<file path="config.mk">
export PLATFORM = sky130hd
export DESIGN_NAME = imglock_loader
export DESIGN_NICKNAME = d
export VERILOG_FILES = /design/src/rtl/imglock_pkg.sv /design/src/rtl/imglock_wrap.sv /design/src/rtl/imglock_step.sv /design/src/rtl/imglock_loader.sv
export SDC_FILE = /design/constraint.sdc
export NUM_CORES = 1
export LEC_CHECK = 0
export BUFFER_PORTS_ARGS = -buffer_cell sky130_fd_sc_hd__clkbuf_2
export CAP_MARGIN = 20
export CORE_ASPECT_RATIO = 1.75
export CORE_MARGIN = 2
export CORE_UTILIZATION = 39
export CTS_CLUSTER_DIAMETER = 120
export CTS_CLUSTER_SIZE = 8
export DETAILED_ROUTE_END_ITERATION = 7
export PLACE_DENSITY_LB_ADDON = 0.12
export SYNTH_ARGS = -nofsm -noshare
export SYNTH_HDL_FRONTEND = slang
export SYNTH_SLANG_ARGS = --single-unit
</file>
<file path="constraint.sdc">
create_clock -name clk -period 2.58 [get_ports clk]
set_input_delay 0 -clock clk [delete_from_list [all_inputs] [get_ports clk]]
set_output_delay 0 -clock clk [all_outputs]
set_load 0.05 [all_outputs]
</file>
<file path="src/rtl/imglock_pkg.sv">
package imglock_pkg;
  typedef enum logic [1:0] {
    LD_IDLE = 2'd0,
    LD_REQ  = 2'd1,
    LD_WAIT = 2'd2
  } ld_state_t;
endpackage

</file>
<file path="src/rtl/imglock_wrap.sv">
module imglock_wrap #(
  parameter int IW = 7
) (
  input  logic [IW-1:0] raw_idx,
  input  logic          full_bank,
  output logic [IW-1:0] bank_idx
);
  localparam logic [IW-1:0] HALF_MASK = {1'b0, {(IW-1){1'b1}}};
  assign bank_idx = full_bank ? raw_idx : (raw_idx & HALF_MASK);
endmodule

</file>
<file path="src/rtl/imglock_step.sv">
module imglock_step #(
  parameter int AW = 20,
  parameter int CW = 12,
  parameter int IW = 7
) (
  input  logic [AW-1:0] ptr,
  input  logic [CW-1:0] cnt,
  input  logic [IW-1:0] idx,
  input  logic          full_bank,
  output logic [AW-1:0] nxt_ptr,
  output logic [CW-1:0] nxt_cnt,
  output logic [IW-1:0] nxt_idx,
  output logic          last_word
);
  logic [IW-1:0] inc_idx;
  assign inc_idx   = idx + IW'(1);
  assign nxt_ptr   = ptr + AW'(1);
  assign nxt_cnt   = cnt - CW'(1);
  assign last_word = (cnt == CW'(1));

  imglock_wrap #(.IW(IW)) u_wrap (
    .raw_idx  (inc_idx),
    .full_bank(full_bank),
    .bank_idx (nxt_idx)
  );
endmodule

</file>
<file path="src/rtl/imglock_loader.sv">
module imglock_loader
  import imglock_pkg::*;
#(
  parameter int AW = 20,
  parameter int CW = 12,
  parameter int IW = 7,
  parameter int DW = 32
) (
  input  logic          clk,
  input  logic          rst_n,
  input  logic          start,
  input  logic [AW-1:0] start_ptr,
  input  logic [CW-1:0] start_cnt,
  input  logic [IW-1:0] start_idx,
  input  logic          mode2,
  input  logic          irq,
  output logic          rd_valid,
  input  logic          rd_ready,
  output logic [AW-1:0] rd_addr,
  input  logic          rsp_valid,
  input  logic [DW-1:0] rsp_data,
  input  logic          rsp_parity_err,
  input  logic          rsp_fault,
  output logic          wr_en,
  output logic [IW-1:0] wr_idx,
  output logic [DW-1:0] wr_data,
  output logic          busy,
  output logic          done,
  output logic          paused,
  output logic          trap,
  output logic          trap_parity,
  output logic          reg_altered,
  output logic [AW-1:0] cur_ptr,
  output logic [CW-1:0] cur_cnt,
  output logic [IW-1:0] cur_idx
);
  ld_state_t     state;
  logic          mode_q;
  logic [IW-1:0] first_idx;
  logic [AW-1:0] step_ptr;
  logic [CW-1:0] step_cnt;
  logic [IW-1:0] step_idx;
  logic          step_last;

  imglock_wrap #(.IW(IW)) u_first (
    .raw_idx  (start_idx),
    .full_bank(mode2),
    .bank_idx (first_idx)
  );

  imglock_step #(.AW(AW), .CW(CW), .IW(IW)) u_step (
    .ptr      (cur_ptr),
    .cnt      (cur_cnt),
    .idx      (cur_idx),
    .full_bank(mode_q),
    .nxt_ptr  (step_ptr),
    .nxt_cnt  (step_cnt),
    .nxt_idx  (step_idx),
    .last_word(step_last)
  );

  assign rd_valid = (state == LD_REQ);
  assign rd_addr  = cur_ptr;
  assign busy     = (state != LD_IDLE);

  always_ff @(posedge clk) begin
    if (!rst_n) begin
      state       <= LD_IDLE;
      mode_q      <= 1'b0;
      cur_ptr     <= '0;
      cur_cnt     <= '0;
      cur_idx     <= '0;
      wr_en       <= 1'b0;
      wr_idx      <= '0;
      wr_data     <= '0;
      done        <= 1'b0;
      paused      <= 1'b0;
      trap        <= 1'b0;
      trap_parity <= 1'b0;
      reg_altered <= 1'b0;
    end else begin
      wr_en  <= 1'b0;
      done   <= 1'b0;
      paused <= 1'b0;
      trap   <= 1'b0;
      unique case (state)
        LD_IDLE: begin
          if (start) begin
            cur_ptr     <= start_ptr;
            cur_cnt     <= start_cnt;
            cur_idx     <= first_idx;
            mode_q      <= mode2;
            reg_altered <= 1'b0;
            trap_parity <= 1'b0;
            if (start_cnt == '0) done  <= 1'b1;
            else                 state <= LD_REQ;
          end
        end
        LD_REQ: begin
          if (rd_ready) state <= LD_WAIT;
        end
        LD_WAIT: begin
          if (rsp_valid) begin
            if (rsp_fault || rsp_parity_err) begin
              trap        <= 1'b1;
              trap_parity <= !rsp_fault;
              reg_altered <= !rsp_fault;
              state       <= LD_IDLE;
            end else begin
              wr_en   <= 1'b1;
              wr_idx  <= cur_idx;
              wr_data <= rsp_data;
              cur_ptr <= step_ptr;
              cur_cnt <= step_cnt;
              cur_idx <= step_idx;
              if (step_last) begin
                done  <= 1'b1;
                state <= LD_IDLE;
              end else if (irq) begin
                paused <= 1'b1;
                state  <= LD_IDLE;
              end else begin
                state <= LD_REQ;
              end
            end
          end
        end
        default: state <= LD_IDLE;
      endcase
    end
  end
endmodule

</file>
After elaboration in Yosys (flattened, before gate mapping)
Index checks and enable logic that the tools add are counted.
{"block": "totals", "register_bits": 86, "latchBits": 0, "ramBits": 0, "rom_bits": 0, "input_bits": 80, "elab_cells": 76, "n_memories": 0}
{"block": "op_classes", "add_sub_neg": 3, "multipliers": 0, "div": 0, "n_lt_le_gt_ge": 0, "eq_ne": 9, "n_shift": 0, "n_mux": 35, "bitwise": 4, "n_reduce_logical": 13}
{"op": "$mux W20", "n": 3}
{"op": "$pmux W20 S2", "n": 1}
{"op": "$mux W12", "n": 3}
{"op": "$mux W7", "n": 5}
{"op": "$pmux W12 S2", "n": 1}
{"op": "$add A20 B1 Y20 const B", "n": 1}
{"op": "$mux W1", "n": 14}
{"op": "$pmux W7 S2", "n": 1}
{"op": "$eq A12 B1 Y1 const B", "n": 1}
{"op": "$logic_not A12 Y1", "n": 1}
{"op": "$reduce_and A4 Y1", "n": 3}
{"op": "$sub A12 B1 Y12 const B", "n": 1}
{"op": "$ne A2 B2 Y1 const B", "n": 5}
{"op": "$mux W2", "n": 4}
{"op": "$add A7 B1 Y7 const B", "n": 1}
{"op": "$pmux W2 S3", "n": 1}
{"op": "$reduce_and A3 Y1", "n": 2}
{"op": "$reduce_or A5 Y1", "n": 1}
{"op": "$not A1 Y1", "n": 4}
{"op": "$pmux W1 S2", "n": 2}
{"op": "$reduce_bool A2 Y1", "n": 2}
{"op": "$eq A2 B1 Y1 const B", "n": 1}
{"op": "$eq A2 B2 Y1 const B", "n": 1}
{"op": "$logic_not A2 Y1", "n": 1}
{"op": "other kinds (4)", "n": 4}

Depth between registers and ports, before layout
Gate-level depths: netlist of the first run.
{"block": "depth", "word_depth": 5, "ltp_mapped": 8, "ltp_nobuf": 7}

By module
Synthesis of the first run repeated with hierarchy kept, for this count alone.
{"block": "unflattened", "cells_unflattened": 534, "hier_area_um2": 4732.0}
{"mod": "imglock_loader", "instances": 1, "cells_each": 426, "area_each_um2": 3936.3, "seq_area_each_um2": 1721.7}
{"mod": "imglock_step", "instances": 1, "cells_each": 94, "area_each_um2": 693.2, "seq_area_each_um2": 0.0}
{"mod": "imglock_wrap", "instances": 2, "cells_each": 7, "area_each_um2": 51.3, "seq_area_each_um2": 0.0}

Least setup slack after synthesis of the first run
OpenSTA, ideal clock, no wires.
{"block": "synth_timing", "path_kind": "register to register", "startpoint": "register cur_ptr[0]", "endpoint": "register cur_ptr[16]", "setup_ns": 0.123, "t_arrival_ns": 2.294, "required_time_ns": 2.457, "path_slack_ns": 0.162, "stages_incl_launch_ff": 7, "n_path_buf": 0, "synth_period_minus_slack_ns": 2.418, "cell_sequence": "dfxtp_1 ha_1 nand4_2 or4_1 a21o_1 a221oi_1 nor2b_1"}
{"block": "synth_between", "elab_chain_cells": 4}
{"element": "start: declaration", "line": "imglock_loader.sv:33", "text": "output logic [AW-1:0] cur_ptr,"}
{"element": "start signal: assignment", "line": "imglock_loader.sv:89", "text": "cur_ptr <= start_ptr;"}
{"element": "start signal: assignment", "line": "imglock_loader.sv:113", "text": "cur_ptr <= step_ptr;"}
{"element": "$add A20 B1 Y20", "line": "imglock_step.sv:17", "text": "assign nxt_ptr = ptr + AW'(1);"}
{"element": "$mux W20", "line": "imglock_loader.sv:104", "text": "if (rsp_fault || rsp_parity_err) begin"}
{"element": "$mux W20", "line": "imglock_loader.sv:103", "text": "if (rsp_valid) begin"}
{"element": "$pmux W20 S2", "line": "imglock_loader.sv:86", "text": "unique case (state)"}
Every way passes these cells. The select of a mux whose other input is x is not followed.
A chain may end at the register's enable or synchronous reset.

Worst setup path in the final report of the first run
Ends and elaborated chain as after synthesis.

==> metrics.txt, run 1 <==
result of the run=completed; wire length per cell=14.8 um; # IOs=186; Port-buffer cells=about 190; asr flop ratio synth=0%; syn avg cell area=around 7.8 um2; proportion of layout cells with a drive suffix above 1=between 20 and 30%; Clock Power Share=34.5%; total grt overflow=0; total leakage power=roughly 2.6 nW; EDFF count, synth=0; clock skew=approximately 0.0054 ns; Slew Limit Fails=0; Design Area, Final=0.00596 mm2; CTS Buffer Depth=2; GRT Total Usage=between 20% and 30%; Power Total=3.66 mW; Worst-Margin Slew=roughly 0.82 ns; DR iter-0 viols=about 240; Setup TNS=0 ns; final hold vios=0; Detailed Route WL=13200 um; clock slew seen by the registers of the worst setup and hold paths=0.06 ns; crit path max fanout=9; # rows=51; Worst Hold Class=primary input to flop; Area growth, synth to finish=34.2%; power share of the sequential group=41.1%; cells along the critical path=ha_1, nand4_2, or4_1, a21o_1, a221oi_1, nor2b_1; CP endpoint kind=flop; commonest non-fill, non-tap cell in the layout=clkbuf_2; Comb power frac=between 20% and 30%; gp weighted congestion=~0.82; worst path arrival time=between 2 and 2.5 ns; Final Critical Period=between 2 and 2.5 ns; startpoint types=flop; cells after synthesis=570; synthesized area=roughly 0.0044 mm2; max_cap viols=0; Slowest-stage cell, CP=or4_1; P per Cell Area=around 600 mW/mm2; Setup Buffers After CTS=0; sw frac=between 30% and 40%; n_diodes=0; FMAX=around 450 MHz; fin crit share=a little under nine tenths; H-tree depth=3; hold_sp=start_idx[5]; first-pass iteration count of the detailed router=5; #FFs+latches synth=86; Distinct cells, synth=slightly below 60; relative slew slack=roughly 45%; DRC=0; RSZ-0062 raised after global routing=no; hold_buf cts=39; Int Pwr=between 2 and 2.5 mW; CTS buffer count=9; initial core utilization=between 30% and 40%; Top FF cell, synth=dfxtp_1; syn_nets=around 650; reg2reg start=cur_ptr[0]$_SDFFE_PN0P_; VDD IR-drop max=between 0.0004 and 0.0005 V; initial antenna violation count=0; die width=between 80 and 90 um; Psw=between 1 and 1.5 mW; clock sinks=86; Std-Cell Core Area=~0.011 mm2; Clk Latency, worst-skew pair=0.33 ns; Crit path largest cell delay=between 0.5 and 0.6 ns; Worst EP required=2.79 ns; CTS root buf=clkbuf_16; CTS resizes=0; first-pass GRT wire length=approximately 21000 um; Layout Nets=approximately 840; Antenna Nets Post-Route=0; largest net degree at the start of global routing=between 50 and 60; Seq/Total Area, Yosys=around 39%; yosys warns=0; fin util=53.7%; worst setup path start=cur_ptr[0]$_SDFFE_PN0P_; Vias/cell=~5.3; Post-DP Area=~0.0053 mm2; Crit Path Category=flop to flop; vias in the first global route=~4400; commonest non-fill, non-tap cells in the layout=clkbuf_2 (185), nand2_1 (124), dfxtp_1 (86); full die area=approximately 0.012 mm2; Die Y=145 um; final setup fails=0; placed wire-length estimate=9330 um; Vias=between 4000 and 5000; CTS tree=built
==> power groups by stage <==
| stage | Combinational (mW) | Clock, mW | Sequential, mW |
|---|---|---|---|
| 6_report | 0.895 | 1.26 | 1.51 |
| 5_1_grt | 0.960 | 1.36 | 1.52 |
| 4_1_cts | 0.899 | 1.32 | 1.50 |
| 3_5_place_dp | 0.849 | 0 | 1.53 |
| 3_3_place_gp | 0.843 | 0 | 1.53 |
| 2_1_floorplan | 0.442 | 0 | 1.73 |
==> area by class of cell <==
class	instances	area, um2
tap	132	165
clock inverter	4	47.5
multi-input combinational	420	2380
clock buffer	11	243
sequential	86	1720
inverter	3	11.3
timing repair buffer	232	1390
fill	1104	5140
==> sequential cells by signal, summed over array words and instances (netlist names), 2 cells and up <==
register,cells
cur_ptr,20
state,2
wr_idx,7
cur_idx,7
cur_cnt,12
wr_data,32
==> metal layers <==
metal | vias up | wire length [um] | track usage [%]
li1 | 2342 | - | -
met1 | 2167 | 5410 | 26.4
met2 | 179 | 6700 | 36.1
met3 | 12 | 851 | 3.47
met4 | 0 | 208 | 7.46
met5 | - | 0 | 0
==> cell usage after synthesis, types with 3 or more instances <==
master,instances,area [um2]
nand2_1,124,465
dfxtp_1,86,1720
a21boi_0,41,308
nor2_1,36,135
o21ai_0,36,180
a21oi_1,31,155
buf_4,22,165
clkbuf_1,22,82.6
nand3_1,15,75.1
nor3_1,13,65.1
and2_1,12,75.1
buf_2,10,50.1
a31oi_1,9,56.3
and3_1,7,43.8
nor4_1,7,43.8
buf_1,5,18.8
nand4_1,5,31.3
nor2b_1,5,31.3
o211a_1,5,50.1
a21boi_1,4,30.0
ha_1,4,50.1
nor3b_1,4,30.0
o31a_1,4,35.0
a211oi_1,3,22.5
a22oi_1,3,22.5
a32o_1,3,30.0
inv_1,3,11.3
nand2b_1,3,18.8
o22ai_1,3,18.8
o31ai_1,3,22.5
o41ai_1,3,26.3
or2_2,3,18.8
or3_1,3,18.8
==> through the flow <==
stage          setup WS (ns)  hold slack [ns]  std cells
4_1_cts                0.388          0.00163        888
5_1_grt                0.244           0.0305        888
6_report               0.381          0.00817        888
2_1_floorplan          0.162            0.135        570
3_5_place_dp           0.398            0.226        834
3_3_place_gp           0.440            0.223        834
==> logic make-up after synthesis <==
group,synth area share (%)
multiplexers,0.451
flip-flops,38.8
adder cells (fa/ha/maj),1.13
buffers and inverters,7.95
AO/OA/AOI/OAI,24.6
AND/OR/NAND/NOR,27.1
==> critical path, delay by kind of cell (launching register included) <==
family	cells	cell delay, ns
flip-flops	1	0.48
AO/OA/AOI/OAI	2	0.48
AND/OR/NAND/NOR	3	0.80
adder cells (fa/ha/maj)	1	0.32
==> final timing paths <==
kind,endpoint,slack [ns],depth (start not counted)
setup / recovery,cur_ptr[16]$_SDFFE_PN0P_,0.38,6
hold / removal,cur_idx[5]$_SDFFE_PN0P_,0.008,5
setup reg to reg,cur_ptr[16]$_SDFFE_PN0P_,0.38,6
hold reg to reg,wr_data[12]$_SDFFE_PN0P_,0.46,2
(Power assumes the default switching activity.)
==> inputs of run 2 (changes only) <==
--- a/config.mk
+++ b/config.mk
@@ -16,4 +16,5 @@
 export PLACE_DENSITY_LB_ADDON = 0.12
 export SYNTH_ARGS = -nofsm -noshare
 export SYNTH_HDL_FRONTEND = slang
+export SYNTH_HIERARCHICAL = 1
 export SYNTH_SLANG_ARGS = --single-unit
==> run 2 against run 1 <==
Worst hold slack better by 0.039 ns. Utilization fell by 2.0 points. Sequential power about the same. Critical endpoint is now cur_ptr[18]$_SDFFE_PN0P_. Setup slack better by 0.12 ns. Synthesized area rose by 6.6%. Critical path type unchanged. Routed wire length increased by 9.0%. Cell area increased by 3.4%. Final cell count decreased by 5.6%. Flip-flop and latch count unchanged. Count of clock-buffer cells in the layout fell by 1.
==> metrics.txt, run 2 <==
result of the run=completed; hold_buf cts=36 (-7.7%); worst path arrival time=2.30 ns (-0.11 ns); total leakage power=2.79 nW (+6.5%); yosys warns=6 (+6); r2r setup slk=0.51 ns (+0.12 ns); Final Critical Period=2.07 ns (-0.125 ns); Area growth, synth to finish=30.3%; clock sinks=86 (unchanged); initial antenna violation count=0 (unchanged); syn_nets=618 (-5.5%); full die area=0.0131 mm2 (+6.3%); #FFs+latches synth=86 (unchanged); Vias/cell=5.54 (+4.7%); met1 usage=23.7% (-2.7 points); syn avg cell area=8.86 um2 (+14%); Antenna Nets Post-Route=0 (unchanged); VDD IR-drop max=0.000364 V (-18%); most common library cells after synthesis=dfxtp_1 (86), nand3_1 (53), nor2b_1 (42), o21ai_0 (41), a21oi_1 (40); Design Area, Final=0.00616 mm2 (+3.4%); Largest Register=wr_data; Largest register FFs=32 (unchanged); Port-buffer cells=185 (unchanged); gr busiest metal=met2; worst r2r dst=cur_ptr[18]$_SDFFE_PN0P_; Worst EP required=2.81 ns (+0.02 ns); Setup TNS=0 ns (unchanged); fin util=51.6% (-2.0 points); Crit Path Category=flop to flop; Worst Hold Class=primary input to flop; top cell type by total area after synthesis=dfxtp_1; Top FF cell, synth=dfxtp_1; cells after synthesis=534 (-6.3%); CTS tree=built; top cells by area, synth=dfxtp_1 (36%), o221a_2 (9.0%), a211o_1 (7.2%); proportion of layout cells with a drive suffix above 1=37.2% (+7.6 points); Die Y=150 um (+3.1%); Setup Buffers After CTS=0 (unchanged); first-pass iteration count of the detailed router=4 (-1); reg2reg path depth=7 (+1); M3 GR Usage=3.81% (+0.34 points); Power Total=3.93 mW (+7.1%); DR iter-0 viols=150 (-37%); crit path max fanout=8 (-1); reg2reg start=cur_ptr[0]$_SDFFE_PN0P_; WHS=0.0472 ns (+0.0391 ns); Vias=4643 (-1.2%); total grt overflow=0 (unchanged); WHS Endpoint=reg_altered$_SDFFE_PN0P_; P per Cell Area=637 mW/mm2 (+3.6%); first-pass GRT wire length=22200 um (+3.8%); gp weighted congestion=0.787 (-3.5%); clock skew=0.00826 ns (+0.00284 ns); Layout Nets=780 (-6.7%); CTS resizes=0 (unchanged); Worst-Margin Slew=0.646 ns (-0.177 ns); CTS Buffer Depth=2 (unchanged); n_diodes=0 (unchanged); commonest non-fill, non-tap cells in the layout=clkbuf_2 (185), dfxtp_1 (84), nand3_1 (53); synthesized area=0.00473 mm2 (+6.6%); # rows=53 (+3.9%); vias in the first global route=4518 (+3.7%); M2 GR Usage=39.1% (+2.9 points); Psw=1.37 mW (+13%); hold_sp=rsp_fault; clock slew seen by the registers of the worst setup and hold paths=0.06 ns (about the same); DRC=0 (unchanged); Post-DP Area=0.00548 mm2 (+3.8%); Clock Power Share=34.2% (-0.3 points); commonest non-fill, non-tap cell in the layout=clkbuf_2; Clk Latency, worst-skew pair=0.34 ns (about the same); Int Pwr=2.55 mW (+4.2%); initial core utilization=39.6% (-0.35 points); CP endpoint kind=flop; largest registers=wr_data (32), cur_ptr (20), cur_cnt (12); startpoint types=flop; Slew Limit Fails=0 (unchanged); CTS root buf=clkbuf_16; Hold Crit Depth=3 (-2); asr flop ratio synth=0% (unchanged); Comb power frac=26.7% (+2.3 points); die width=87.3 um (+3.1%); relative slew slack=56.7% (+12 points); Distinct cells, synth=43 (-27%); FMAX=482 MHz (+6.0%); fin crit share=80.4% (-4.8 points); max_cap viols=0 (unchanged); power share of the sequential group=39.1% (-2.0 points); Std-Cell Core Area=0.0119 mm2 (+7.5%); final hold vios=0 (unchanged); placed wire-length estimate=9620 um (+3.2%); H-tree depth=3 (unchanged); largest net degree at the start of global routing=47 (-9.6%); RSZ-0062 raised after global routing=no; # IOs=186 (unchanged); wire length per cell=17.1 um (+16%); Seq/Total Area, Yosys=36.4% (-2.4 points); final setup fails=0 (unchanged); Yosys top cell area share=36.4% (-2.4 points); count leader, synth=dfxtp_1; Detailed Route WL=14400 um (+9.0%); GRT Total Usage=21.4% (+0.27 points); CTS buffer count=9 (unchanged); sw frac=34.9% (+1.8 points); EDFF count, synth=0 (unchanged)
-- run 2: cell count changes after synthesis, moves of 9 or more --
| cell | before | now |
|---|---|---|
| buf_4 | 22 | 35 |
| nand2_1 | 124 | 10 |
| a211o_1 | 0 | 39 |
| xor2_1 | 0 | 12 |
| clkbuf_1 | 22 | 33 |
| nor2_1 | 36 | 11 |
| o221a_2 | 2 | 38 |
| a21boi_0 | 41 | 0 |
| xnor2_1 | 0 | 21 |
| nand3_1 | 15 | 53 |
| nor2b_1 | 5 | 42 |
| a21oi_1 | 31 | 40 |
-- run 2: metal layers --
| layer | vias to the layer above | wire (um) | share of wire, % |
|---|---|---|---|
| li1 | 2247 | - | - |
| met1 | 2226 | 5710 | 40 |
| met2 | 148 | 7620 | 53 |
| met3 | 22 | 672 | 4.7 |
| met4 | 0 | 364 | 2.5 |
| met5 | - | 0 | 0 |
-- run 2: critical path: stages, from the launching register on --
cell and delay [ns]:
dfxtp_1 0.46, ha_1 0.28, nand2_1 0.09, nor2_1 0.28, nand4_1 0.16, xnor2_1 0.16
a211o_1 0.30, o221a_2 0.24
-- run 2: cells by family (layout without fill, tap and decap cells) --
logic type,after synthesis,after routing,synth area share (%)
XOR/XNOR,33,33,6.11
adder cells (fa/ha/maj),4,4,1.06
flip-flops,86,86,36.4
buffers and inverters,88,255,10.2
multiplexers,1,1,0.212
AND/OR/NAND/NOR,159,159,20.3
AO/OA/AOI/OAI,163,163,25.8
-- run 2: area by class of cell --
| cell class | count | area, um2 |
|---|---|---|
| fill | 1171 | 5770 |
| multi-input combinational | 360 | 2540 |
| sequential | 86 | 1720 |
| timing repair buffer | 232 | 1400 |
| clock buffer | 10 | 239 |
| tap | 137 | 171 |
| clock inverter | 6 | 67.6 |
| inverter | 7 | 26.3 |
-- run 2: worst max path at each step --
stage | cells past startpoint | slack [ns] | startpoint | endpoint
after floorplan | 7 | 0.29 | cur_ptr[0]$_SDFFE_PN0P_ | cur_ptr[10]$_SDFFE_PN0P_
after CTS | 7 | 0.49 | cur_ptr[0]$_SDFFE_PN0P_ | cur_ptr[18]$_SDFFE_PN0P_
after global placement | 6 | 0.53 | cur_ptr[2]$_SDFFE_PN0P_ | cur_ptr[19]$_SDFFE_PN0P_
after detailed placement | 7 | 0.50 | cur_ptr[0]$_SDFFE_PN0P_ | cur_ptr[18]$_SDFFE_PN0P_
final | 7 | 0.51 | cur_ptr[0]$_SDFFE_PN0P_ | cur_ptr[18]$_SDFFE_PN0P_
after global routing | 7 | 0.34 | cur_ptr[0]$_SDFFE_PN0P_ | cur_ptr[18]$_SDFFE_PN0P_
-- run 2: through the flow --
step | std cells | setup slack [ns]
floorplan | 534 | 0.293
finish | 838 | 0.506
detailed placement | 785 | 0.502
CTS | 837 | 0.485
global placement | 784 | 0.528
global route | 838 | 0.336
-- run 2: power groups by stage --
stage / Sequential (mW) / Combinational (mW) / Clock, mW
floorplan: 1.76 / 0.594 / 0
global placement: 1.57 / 0.985 / 0
detailed placement: 1.57 / 1.00 / 0
CTS: 1.54 / 1.05 / 1.38
global route: 1.55 / 1.11 / 1.42
finish: 1.54 / 1.05 / 1.34
